--- config.mk ---
export PLATFORM = sky130hd
export DESIGN_NAME = burst_seq
export DESIGN_NICKNAME = d
export VERILOG_FILES = /design/src/rtl/burst_seq.sv
export SDC_FILE = /design/constraint.sdc
export NUM_CORES = 1
export LEC_CHECK = 0
export ABC_AREA = 1
export BUFFER_PORTS_ARGS = -buffer_cell sky130_fd_sc_hd__buf_2
export CORE_UTILIZATION = 39
export CTS_CLUSTER_DIAMETER = 50
export CTS_CLUSTER_SIZE = 24
export DETAILED_ROUTE_END_ITERATION = 10
export MAX_ROUTING_LAYER = met4
export PLACE_DENSITY = 0.73
export SYNTH_ARGS = -nofsm -noshare
export SYNTH_HDL_FRONTEND = slang
export SYNTH_SLANG_ARGS = --single-unit
--- constraint.sdc ---
create_clock -name clk -period 0.97 [get_ports clk]
set_clock_uncertainty 0.2 [all_clocks]
set_input_delay 0.0485 -clock clk [delete_from_list [all_inputs] [get_ports clk]]
set_output_delay 0.0485 -clock clk [all_outputs]
set_load 0.005 [all_outputs]
--- src/rtl/burst_seq.sv ---
module burst_seq #(
  parameter int ADDR_W = 18
) (
  input  logic              clk,
  input  logic              rst_n,
  input  logic              start_a,
  input  logic              start_b,
  input  logic              advance,
  input  logic              order_n,
  input  logic [ADDR_W-1:0] addr_in,
  output logic [ADDR_W-1:0] addr_out,
  output logic [1:0]        beat
);

  localparam int HI_W = ADDR_W - 2;

  logic [HI_W-1:0] hi_q;
  logic [1:0]      base_q;
  logic [1:0]      cnt_q;
  logic            load;
  logic [1:0]      lo;

  assign load = start_a | start_b;

  always_ff @(posedge clk or negedge rst_n) begin
    if (!rst_n) begin
      hi_q   <= '0;
      base_q <= '0;
      cnt_q  <= '0;
    end else if (load) begin
      hi_q   <= addr_in[ADDR_W-1:2];
      base_q <= addr_in[1:0];
      cnt_q  <= '0;
    end else if (advance) begin
      cnt_q  <= cnt_q + 2'd1;
    end
  end

  assign lo       = order_n ? (base_q ^ cnt_q) : (base_q + cnt_q);
  assign addr_out = {hi_q, lo};
  assign beat     = cnt_q;

endmodule

==> results by stage <==
Finish:
- The area growth from synthesis to final layout is 66.4%.
- The top cell types in the final layout, fill and taps aside, are nand2_1, buf_2, dfrtp_1, dlygate4sd3_1, buf_4.
- Of the cells placed in the final design, the portion with a size suffix greater than 1 is between 30 and 40%.
- The antenna diode instance count is 0.
- The final-layout fill cell count is 165.
- The number of nets at the end of the flow is approximately 200.
- The final instance area is about 1400 µm².
- The library cell used most frequently in the layout, excluding fill and tap cells, is nand2_1.

Status:
- The checks that failed: negative hold slack, negative setup slack.
- The run finished, with violations left.

Floorplan:
- The number of top-level design ports is 44.
- The die extent in y is slightly below 50 µm.
- After floorplanning, the core was sized to cover between 2000 and 2500 µm².
- The initial core utilization is a little over two fifths.
- The floorplan has 16 rows.
- In this run the horizontal extent of the chip is between 40 and 50 µm.
- The die covers around 2400 µm².

Worst setup path:
- In this run the critical register-to-register path is launched from beat[0]$_DFFE_PN0P_.
- Of all nets on the critical path, the largest fanout is 2.
- Data on the critical path arrives at its endpoint at between 1 and 1.5 ns.
- The number of cells on the worst reg-to-reg path is 5.
- The critical path crosses 7 cells after its start point.
- For the worst setup path, the data required time is ~0.72 ns.
- The worst flop-to-flop path endpoint is beat[1]$_DFFE_PN0P_.
- STA classifies the critical path startpoint as a flip-flop.
- The gate family responsible for the most delay along the worst path is flip-flops.
- Together, buffers and inverters on the worst path number 3.
- Tracing the worst setup path back leads to its startpoint at beat[0]$_DFFE_PN0P_.
- The signal on the critical path passes through ha_4 -> inv_2 -> nor2_2 -> nand3_1 -> nand2_1 -> inv_1 -> buf_2.
- The kind of end point of the critical path is a primary output.
- The type of the setup path with the least slack is reg -> out.
- The worst setup slack for register-to-register paths is -0.19 ns.
- The slowest stage of the critical path belongs to the cell dfrtp_1.
- The capture point of the worst path is addr_out[1].
- In this design, the stage delay of the slowest critical-path cell is ~0.42 ns.

STA:
- The final setup violation count is 24.
- At the pin with the least slew margin, the transition time is approximately 0.43 ns.
- After layout, the worst setup slack is -0.526 ns.
- The count of endpoints failing hold in the final timing report came to 19.
- Derived from the worst setup path, the maximum achievable clock frequency is 668 MHz.
- The worst hold slack across all endpoints is -0.0585 ns.
- Measured against its own limit, the worst slew margin works out to between 70 and 80%.
- Counting I/O delays and the setup requirement, the final critical path takes 1.50 ns.
- The max-slew violation count is 0.
- The part of the cycle the worst path needs is 154%.
- Adding up every negative setup slack in the final design gives -3.44 ns.
- Setup repair after global routing could not meet its margin everywhere.

Global route:
- The global-route congestion overflow total is 0.
- The first-pass GRT wire length is ~3700 µm.
- The largest net degree at the start of global routing is 21.
- The initial antenna violation count is 0.
- Across every metal layer, demand over resource in global routing totals 21.0%.
- The via count of the first global-routing pass is approximately 860.

Clocking:
- CTS built an H-tree with a depth of 1.
- The clock slew at the register clock pins of the worst setup and hold paths is about 0.11 ns.
- The number of hold buffers added after CTS was 20.
- The tree built by TritonCTS fans out to 20 sinks.
- CTS placed an instance of clkbuf_4 at the clock tree root.
- The number of buffers between clock root and the deepest sink is 2.
- The TritonCTS clock tree is yes.
- Clock latency on the worst-skew pair, taken at its later pin, is roughly 0.30 ns.
- Counting the buffers created by CTS gives 3.

Yosys:
- By area the synthesized netlist is led by dfrtp_1, nand2_1, buf_6, inv_1, buf_12.
- Summing the areas of all compound-gate instances in the mapped netlist gives under 10% of the synthesized area.
- The dominant cell type by area after synthesis is dfrtp_1.
- By area, the combinational part of the netlist is dominated by simple AND/OR/NAND/NOR gates.
- The netlist area before placement is around 850 µm².
- A synthesized cell averages ~8.5 µm².
- Summing the areas of all and, or, nand and nor instances in the mapped netlist gives between 20% and 30% of the synthesized area.
- The share of the synthesized area in the top cell type is 58.9%.
- The cell count after synthesis came out at 100.
- The area share of fa/ha/maj cells after synthesis is ~1.5%.
- The netlist uses 11 different library cells.
- The portion of synthesized area spent on multiplexers is 0%.
- Summing the areas of all xor and xnor instances in the mapped netlist gives 0% of the synthesized area.
- The count of state elements after synthesis is 20.
- The number of nets produced by synthesis is between 100 and 150.
- Yosys printed 0 warnings.
- Sequential cells were found to cover approximately three fifths of the synthesized design area.

Route:
- The first detailed-routing pass took 4 iterations.
- The count of nets left with antenna violations once routing finished came out at 0.
- The wire length per cell after detailed routing is 11.3 µm.
- The count of unresolved DRC violations after routing is 0.
- The detailed router finished its first iteration with 10 violations.
- The per-cell via count in the routed design is 4.34.
- The total number of vias is approximately 900.
- The sum of routed wire length over all layers is 2290 µm.

Min path:
- The worst hold path was traced through 5 stages.
- The classification of the worst-slack hold path is in -> reg.

Power:
- The power per unit of standard cell area is between 1000 and 1500 nW/µm².
- The total leakage power is 0.802 nW.
- The worst supply voltage drop on vdd is approximately 0.96 mV.

Place:
- The cell area after placement is ~1100 µm².
- In this run the tool buffered the top-level ports with 43 buffer cells.
- At the end of routability-driven placement, the weighted congestion stood at approximately 0.67.
- The placed wire-length estimate after detailed placement is between 1000 and 1500 µm.

Run:
- The number of max-cap violations is 0.
## routing by layer
layer  wire, µm  GRT usage (%)  share of wire, %  vias up
met5          0              -                 0        -
met4         64           11.8               2.8        0
met3         57           1.89               2.5        7
met2       1270           39.6                55       24
met1        896           21.0                39      402
li1           -              -                 -      449
## cell usage after synthesis
cell type and n:
nand2_1 59, dfrtp_1 20, inv_1 6, nor2_1 4, o21ai_0 3, buf_6 2
nand3_1 2, buf_12 1, ha_1 1, inv_2 1, nor2_2 1
## sequential cells by signal, summed over array words and instances (netlist names)
signal,count
base_q,2
beat,2
hi_q,16
## logic make-up after synthesis
| family | Yosys count |
|---|---|
| adders and majority gates | 1 |
| and+or+nand+nor | 66 |
| DFF | 20 |
| AOI/OAI and AO/OA | 3 |
| buffers and inverters | 10 |
## worst min path at each step
| stage | slack [ns] | start | endpoint |
|---|---|---|---|
| final | -0.06 | start_a | beat[0]$_DFFE_PN0P_ |
| after global routing | -0.05 | start_a | beat[0]$_DFFE_PN0P_ |
| after CTS | -0.05 | start_a | hi_q[13]$_DFFE_PN0P_ |
| after detailed placement | -0.19 | rst_n | hi_q[5]$_DFFE_PN0P_ |
| after global placement | -0.19 | rst_n | hi_q[13]$_DFFE_PN0P_ |
| after floorplan | -0.45 | rst_n | base_q[0]$_DFFE_PN0P_ |
## timing repair
action,in CTS,in global routing
setup buffers,1,6
gates resized for setup,4,5
pin swaps,1,2
hold endpoints to repair,40,7
setup endpoints to repair,23,25
## metrics by stage
step | total power [mW] | worst slack [ns] | hold WS [ns] | instances | util (%)
after floorplan | 1.07 | -0.0851 | -0.447 | 100 | -
after global placement | 1.21 | -0.146 | -0.192 | 172 | 54.8
after detailed placement | 1.22 | -0.186 | -0.187 | 172 | 54.8
after CTS | 1.77 | -0.522 | -0.0511 | 197 | 67.8
after global routing | 1.91 | -0.627 | -0.0535 | 203 | 70.6
final | 1.81 | -0.526 | -0.0585 | 203 | 70.6
## layout make-up
class                      count  area (µm²)  share of cell area (%)
inverter                       7        26.3                    1.86
clock buffer                   4        36.3                    2.57
sequential                    20         500                    35.4
timing repair buffer          75         515                    36.5
tap                           27        33.8                    2.39
multi-input combinational     70         302                    21.3
## tightest hold or removal path: cells and delay by family
family / cells / cell delay (ns)
buffers and inverters: 2 / 0.25
and+or+nand+nor: 2 / 0.08
AOI/OAI and AO/OA: 1 / 0.05
## where the power goes
group          switching (mW)  internal, mW
clock network           0.251         0.229
logic                   0.166         0.225
registers              0.0387         0.898
total                   0.456          1.35
Note: power is estimated with default switching activity, not from simulation.
